## src/rtl/zol_pkg.sv

```systemverilog
package zol_pkg;
  typedef enum logic [1:0] {
    SRC_SEQ  = 2'd0,
    SRC_TGT  = 2'd1,
    SRC_RET  = 2'd2,
    SRC_LOOP = 2'd3
  } src_e;

  typedef struct packed {
    logic pc_push;
    logic pc_pop;
    logic lp_push;
    logic lp_pop;
    logic lp_dec;
  } stk_ctl_t;
endpackage

```

## src/rtl/zol_stack.sv

```systemverilog
module zol_stack #(
  parameter int W     = 16,
  parameter int DEPTH = 4
) (
  input  logic         clk_i,
  input  logic         rst_ni,
  input  logic         push_i,
  input  logic         pop_i,
  input  logic         upd_i,
  input  logic [W-1:0] push_data_i,
  input  logic [W-1:0] upd_data_i,
  output logic [W-1:0] top_o,
  output logic         empty_o,
  output logic         full_o,
  output logic         ovf_o,
  output logic         unf_o
);
  localparam int CNTW = $clog2(DEPTH + 1);
  localparam int IW   = (DEPTH > 1) ? $clog2(DEPTH) : 1;

  logic [CNTW-1:0] cnt_q;
  logic [IW-1:0]   top_idx, wr_idx;
  logic [W-1:0]    ent_q [DEPTH];

  assign empty_o = (cnt_q == '0);
  assign full_o  = (cnt_q == CNTW'(DEPTH));
  assign top_idx = IW'(cnt_q - CNTW'(1));
  assign wr_idx  = IW'(cnt_q);
  assign top_o   = empty_o ? '0 : ent_q[top_idx];
  assign ovf_o   = push_i & full_o;
  assign unf_o   = pop_i & empty_o;

  always_ff @(posedge clk_i or negedge rst_ni) begin
    if (!rst_ni) begin
      cnt_q <= '0;
    end else if (push_i) begin
      if (!full_o) cnt_q <= cnt_q + CNTW'(1);
    end else if (pop_i) begin
      if (!empty_o) cnt_q <= cnt_q - CNTW'(1);
    end
  end

  for (genvar g = 0; g < DEPTH; g++) begin : g_ent
    logic wr_push, wr_upd;
    assign wr_push = push_i && !full_o && (wr_idx == IW'(g));
    assign wr_upd  = !push_i && !pop_i && upd_i && !empty_o && (top_idx == IW'(g));
    always_ff @(posedge clk_i or negedge rst_ni) begin
      if (!rst_ni)      ent_q[g] <= '0;
      else if (wr_push) ent_q[g] <= push_data_i;
      else if (wr_upd)  ent_q[g] <= upd_data_i;
    end
  end
endmodule

```

## src/rtl/zol_next.sv

```systemverilog
module zol_next
  import zol_pkg::*;
#(
  parameter int AW = 14,
  parameter int CW = 14
) (
  input  logic [AW-1:0] pc_i,
  input  logic          jump_i,
  input  logic          call_i,
  input  logic          ret_i,
  input  logic          do_i,
  input  logic          cond_i,
  input  logic          pc_empty_i,
  input  logic          lp_empty_i,
  input  logic [AW-1:0] lp_end_i,
  input  logic [CW-1:0] lp_cnt_i,
  output src_e          sel_o,
  output stk_ctl_t      ctl_o
);
  logic lp_hit;
  assign lp_hit = !lp_empty_i && (pc_i == lp_end_i);

  always_comb begin
    sel_o = SRC_SEQ;
    ctl_o = '0;
    if (ret_i) begin
      ctl_o.pc_pop = 1'b1;
      sel_o = pc_empty_i ? SRC_SEQ : SRC_RET;
    end else if (call_i && cond_i) begin
      ctl_o.pc_push = 1'b1;
      sel_o = SRC_TGT;
    end else if (jump_i && cond_i) begin
      sel_o = SRC_TGT;
    end else if (do_i) begin
      ctl_o.lp_push = 1'b1;
    end else if (lp_hit) begin
      if (lp_cnt_i > CW'(1)) begin
        ctl_o.lp_dec = 1'b1;
        sel_o = SRC_LOOP;
      end else begin
        ctl_o.lp_pop = 1'b1;
      end
    end
  end
endmodule

```

## src/rtl/zol_seq.sv

```systemverilog
module zol_seq
  import zol_pkg::*;
#(
  parameter int          AW         = 14,
  parameter int          CW         = 14,
  parameter int          PC_DEPTH   = 16,
  parameter int          LOOP_DEPTH = 4,
  parameter logic [AW-1:0] RST_ADDR = '0
) (
  input  logic          clk_i,
  input  logic          rst_ni,
  input  logic          jump_i,
  input  logic          call_i,
  input  logic          ret_i,
  input  logic          do_i,
  input  logic          cond_i,
  input  logic [AW-1:0] target_i,
  input  logic [AW-1:0] loop_end_i,
  input  logic [CW-1:0] loop_cnt_i,
  output logic [AW-1:0] fetch_addr_o,
  output logic          ovf_o,
  output logic          unf_o
);
  localparam int LW = 2 * AW + CW;

  logic [AW-1:0] pc_q, pc_inc, pc_nxt, pc_top;
  logic [LW-1:0] lp_top, lp_push_data, lp_upd_data;
  logic [AW-1:0] lp_start, lp_end;
  logic [CW-1:0] lp_cnt;
  logic          pc_empty, pc_full, pc_ovf, pc_unf;
  logic          lp_empty, lp_full, lp_ovf, lp_unf;
  logic          ovf_q, unf_q;
  src_e          sel;
  stk_ctl_t      ctl;

  assign pc_inc   = pc_q + AW'(1);
  assign lp_start = lp_top[LW-1 -: AW];
  assign lp_end   = lp_top[AW+CW-1 -: AW];
  assign lp_cnt   = lp_top[CW-1:0];

  assign lp_push_data = {pc_inc, loop_end_i, loop_cnt_i};
  assign lp_upd_data  = {lp_start, lp_end, lp_cnt - CW'(1)};

  zol_next #(.AW(AW), .CW(CW)) u_next (
    .pc_i       (pc_q),
    .jump_i     (jump_i),
    .call_i     (call_i),
    .ret_i      (ret_i),
    .do_i       (do_i),
    .cond_i     (cond_i),
    .pc_empty_i (pc_empty),
    .lp_empty_i (lp_empty),
    .lp_end_i   (lp_end),
    .lp_cnt_i   (lp_cnt),
    .sel_o      (sel),
    .ctl_o      (ctl)
  );

  // return-address stack
  zol_stack #(.W(AW), .DEPTH(PC_DEPTH)) u_pc_stk (
    .clk_i       (clk_i),
    .rst_ni      (rst_ni),
    .push_i      (ctl.pc_push),
    .pop_i       (ctl.pc_pop),
    .upd_i       (1'b0),
    .push_data_i (pc_inc),
    .upd_data_i  ('0),
    .top_o       (pc_top),
    .empty_o     (pc_empty),
    .full_o      (pc_full),
    .ovf_o       (pc_ovf),
    .unf_o       (pc_unf)
  );

  // loop stack: {start, last, count}
  zol_stack #(.W(LW), .DEPTH(LOOP_DEPTH)) u_lp_stk (
    .clk_i       (clk_i),
    .rst_ni      (rst_ni),
    .push_i      (ctl.lp_push),
    .pop_i       (ctl.lp_pop),
    .upd_i       (ctl.lp_dec),
    .push_data_i (lp_push_data),
    .upd_data_i  (lp_upd_data),
    .top_o       (lp_top),
    .empty_o     (lp_empty),
    .full_o      (lp_full),
    .ovf_o       (lp_ovf),
    .unf_o       (lp_unf)
  );

  always_comb begin
    unique case (sel)
      SRC_TGT:  pc_nxt = target_i;
      SRC_RET:  pc_nxt = pc_top;
      SRC_LOOP: pc_nxt = lp_start;
      default:  pc_nxt = pc_inc;
    endcase
  end

  always_ff @(posedge clk_i or negedge rst_ni) begin
    if (!rst_ni) begin
      pc_q  <= RST_ADDR;
      ovf_q <= 1'b0;
      unf_q <= 1'b0;
    end else begin
      pc_q  <= pc_nxt;
      ovf_q <= ovf_q | pc_ovf | lp_ovf;
      unf_q <= unf_q | pc_unf | lp_unf;
    end
  end

  assign fetch_addr_o = pc_q;
  assign ovf_o        = ovf_q;
  assign unf_o        = unf_q;
endmodule

```

## config.mk

```make
export PLATFORM = sky130hd
export DESIGN_NAME = zol_seq
export DESIGN_NICKNAME = d
export VERILOG_FILES = /design/src/rtl/zol_pkg.sv /design/src/rtl/zol_stack.sv /design/src/rtl/zol_next.sv /design/src/rtl/zol_seq.sv
export SDC_FILE = /design/constraint.sdc
export NUM_CORES = 1
export LEC_CHECK = 0
export ABC_AREA = 1
export BUFFER_PORTS_ARGS = -buffer_cell sky130_fd_sc_hd__buf_2
export CAP_MARGIN = 20
export CORE_AREA = 4 4 144 249
export CTS_CLUSTER_DIAMETER = 60
export DETAILED_ROUTE_END_ITERATION = 8
export DIE_AREA = 0 0 148 253
export HOLD_SLACK_MARGIN = 0.1
export PLACE_DENSITY = 0.89
export SLEW_MARGIN = 20
export SYNTH_ARGS = -nofsm -noshare
export SYNTH_HDL_FRONTEND = slang
export SYNTH_SLANG_ARGS = --single-unit
export TNS_END_PERCENT = 50
```

## constraint.sdc

```tcl
create_clock -name clk_i -period 9 [get_ports clk_i]
set_input_delay 0 -clock clk_i [delete_from_list [all_inputs] [get_ports clk_i]]
set_output_delay 0 -clock clk_i [all_outputs]
set_load 0.02 [all_outputs]
```

==> results.md <==
- Run status: finished clean
- Slowest cell on crit path: nand2_2
- DP Cell Count: 3471
- Vias per inst: 6.27
- RSZ-0062 raised after global routing: false
- DR pass1 iterations: 8
- Global-route wire length before repair: 111000 um
- Final period utilization: 73.5%
- Worst skew pair latency: 0.56 ns
- Place WS: 2.59 ns
- Routed wire per std cell: 19.3 um
- Synth Instances: 3137
- Syn Nets: 3200
- Die H: 253 um
- TritonCTS Buffers: 39
- Top cell type's share of synthesized area: 45.8%
- Final nets: 3168
- # rows: 89
- Crit-path cells: inv_6, ha_1, buf_4, inv_2, buf_4, nor2_1, o21ai_0, a21oi_2, inv_1, ha_1, inv_1, nor2_2, nand2_1, nand2_2, nand2_4, nand4_4, nand2_2, nand2_1, nand2_1
- Final Hold Viols: 0
- Min-delay worst type: input port to asynchronous set/reset pin
- Number of port buffers: 64
- Peak supply drop: 0.272 mV
- Largest net degree at the start of global routing: 123
- CP max FO: 88
- Async SR Flop Fraction: 100%
- H-Tree Depth: 2
- Clock transition at the registers of the reported paths: 0.07 ns
- Main synth FF type: dfrtp_1
- CP endpoint kind: flip-flop
- Vias in the first global route: 22300
- Number of diodes: 0
- Root Buffer: clkbuf_16
- Fraction of final layout cells sized beyond drive strength 1: 6.36%
- Worst Setup Start Kind: flip-flop
- Commonest non-fill, non-tap cells in the layout: nand2_1 (1126), o21ai_0 (415), dfrtp_1 (414)
- Routability cong.: 0.940
- Fmax: 151 MHz
- Fin worst setup slack: 2.39 ns
- Vias: 22500
- Req. time, crit path: 9.49 ns
- DRC Markers: 0
- Most common cell after layout, fill and taps aside: nand2_1
- Final setup fails: 0
- Initial antenna violation count: 0
- Synth area leaders: dfrtp_1 (46%), nand2_1 (19%), o21ai_0 (9.1%)
- Post-route ant nets: 0
- Post-CTS setup buffers: 0
- DP HPWL: 42900 um
- Crit path top cell by count: nand2_1
- Area Growth Syn to Fin: 8.37%
- Post-route insts no fill: 3586
- Crit-path max cell delay: 1.13 ns
- Largest area contributor in the netlist: dfrtp_1
- Final Instance Area: 0.0247 sq mm
- Pleak: 12.4 nW
- EDFF count, synth: 0
- Synth warnings: 0
- Clock buffer depth: 3
- Avg Synthesized Cell Area: 7.25 sq um
- Remaining Overflow, GRT: 0
- Sequential share of the synthesized area: 45.8%
- Area of the core: 0.0339 sq mm
- Resize count post-CTS: 0
- Total GRT Usage: 36.7%
- Maxcap violations: 0
- Pwr/cell area: 400 mW/mm^2
- Starting Density: 67.2%
- Minimum clock period: 6.61 ns
- Routed wire length: 69200 um
- Die X: 148 um
- Clock Sinks: 416
- Synthesized flop and latch total: 416
- CTS tree: done
- Kind of critical path: flip-flop to flip-flop
- Final Slew Violations: 0
- Fillers: 2638
- Initial drt markers: 2645
- Slew margin rel.: 24.1%
- Distinct cells, synth: 41
- Placed cell area: 0.0229 sq mm
- Post-synthesis cell area: 0.0228 sq mm
- Die area: 0.0374 sq mm
- Clock skew: 0.0248 ns
- CP arrival: 7.10 ns
- Measured slew at the worst slew-check pin: 1.13 ns
- IO Count: 65
- Setup_tns: 0 ns
- # hold bufs at CTS: 48
==> cells by family (layout without fill, tap and decap cells) <==
| logic type | after synthesis | count (layout) | synth area share [%] |
|---|---|---|---|
| adders and majority gates | 14 | 14 | 0.770 |
| xor gates and xnor gates | 25 | 25 | 1.03 |
| and+or+nand+nor | 1613 | 1613 | 29.3 |
| buffers and inverters | 446 | 440 | 8.38 |
| AOI/OAI and AO/OA | 623 | 623 | 14.8 |
| DFF | 416 | 416 | 45.8 |
==> registers in the layout, indices dropped and copies added, names as in the netlist <==
| register | flops |
|---|---|
| u_lp_stk.ent_q | 168 |
| ovf_o | 1 |
| u_pc_stk.cnt_q | 5 |
| unf_o | 1 |
| u_lp_stk.cnt_q | 3 |
| fetch_addr_o | 14 |
| u_pc_stk.ent_q | 224 |
==> worst max-delay path, delay by kind of cell, from the launching register on <==
kind / cells / cell delay, ns
DFF: 1 / 1.04
adders and majority gates: 2 / 0.65
and+or+nand+nor: 9 / 2.66
AOI/OAI and AO/OA: 2 / 0.42
buffers and inverters: 6 / 1.71
==> metrics by stage <==
| step | hold WS (ns) | power, mW | util [%] |
|---|---|---|---|
| finish | 0.104 | 9.87 | 72.8 |
| global route | 0.211 | 10.6 | 72.8 |
| floorplan | -0.296 | 6.63 | - |
| CTS | 0.167 | 9.71 | 72.8 |
| global placement | 0.169 | 7.72 | 67.6 |
| detailed placement | 0.150 | 7.93 | 67.6 |
==> synth_stat cells (17+ instances only) <==
cell         n
buf_4       22
buf_2       26
o21ai_0    415
nand2_1   1129
xor2_1      17
nand3_1    314
clkbuf_1   138
a32o_1      18
nor2_1     125
inv_1      218
a21oi_1    108
dfrtp_1    416
a22oi_1     17
o21ai_1     28
==> final cells by class <==
type | count | area (sq um) | area share [%]
clock inverters | 7 | 125 | 0.507
inverters | 232 | 876 | 3.55
multi-input cells | 2275 | 10500 | 42.4
flip-flops and latches | 416 | 10400 | 42.2
repair buffers | 141 | 1040 | 4.20
well taps | 455 | 569 | 2.31
clock buffers | 60 | 1180 | 4.77
==> path summary, 6_finish.rpt <==
kind                              startpoint             endpoint  slack (ns)  cells after the start
setup reg to reg           u_lp_stk.cnt_q[0]  u_lp_stk.ent_q[121]        2.39                     19
min in group clk_i                    jump_i      fetch_addr_o[0]        0.25                      7
setup / recovery           u_lp_stk.cnt_q[0]  u_lp_stk.ent_q[121]        2.39                     19
hold / removal                        rst_ni  u_lp_stk.ent_q[142]        0.10                      2
max in group asynchronous             rst_ni    u_pc_stk.cnt_q[0]        7.30                      3
hold reg to reg                        ovf_o                ovf_o        0.46                      2
==> routing by layer <==
layer  vias to the layer above  GRT usage, %  part of all wire [%]
met2                      1511          60.8                    48
met5                         -             0                     0
li1                      10100             -                     -
met4                         0          29.6                   9.2
met3                       478          5.94                   9.2
met1                     10400          41.7                    34
==> report_power, final <==
group,switching (mW),leakage (nW),total [mW],internal (mW)
sequential,0.587,5.42,3.19,2.60
clock,0.723,0.638,1.71,0.986
combinational,3.38,6.32,4.97,1.59
Power figures use the tool's default switching activity.
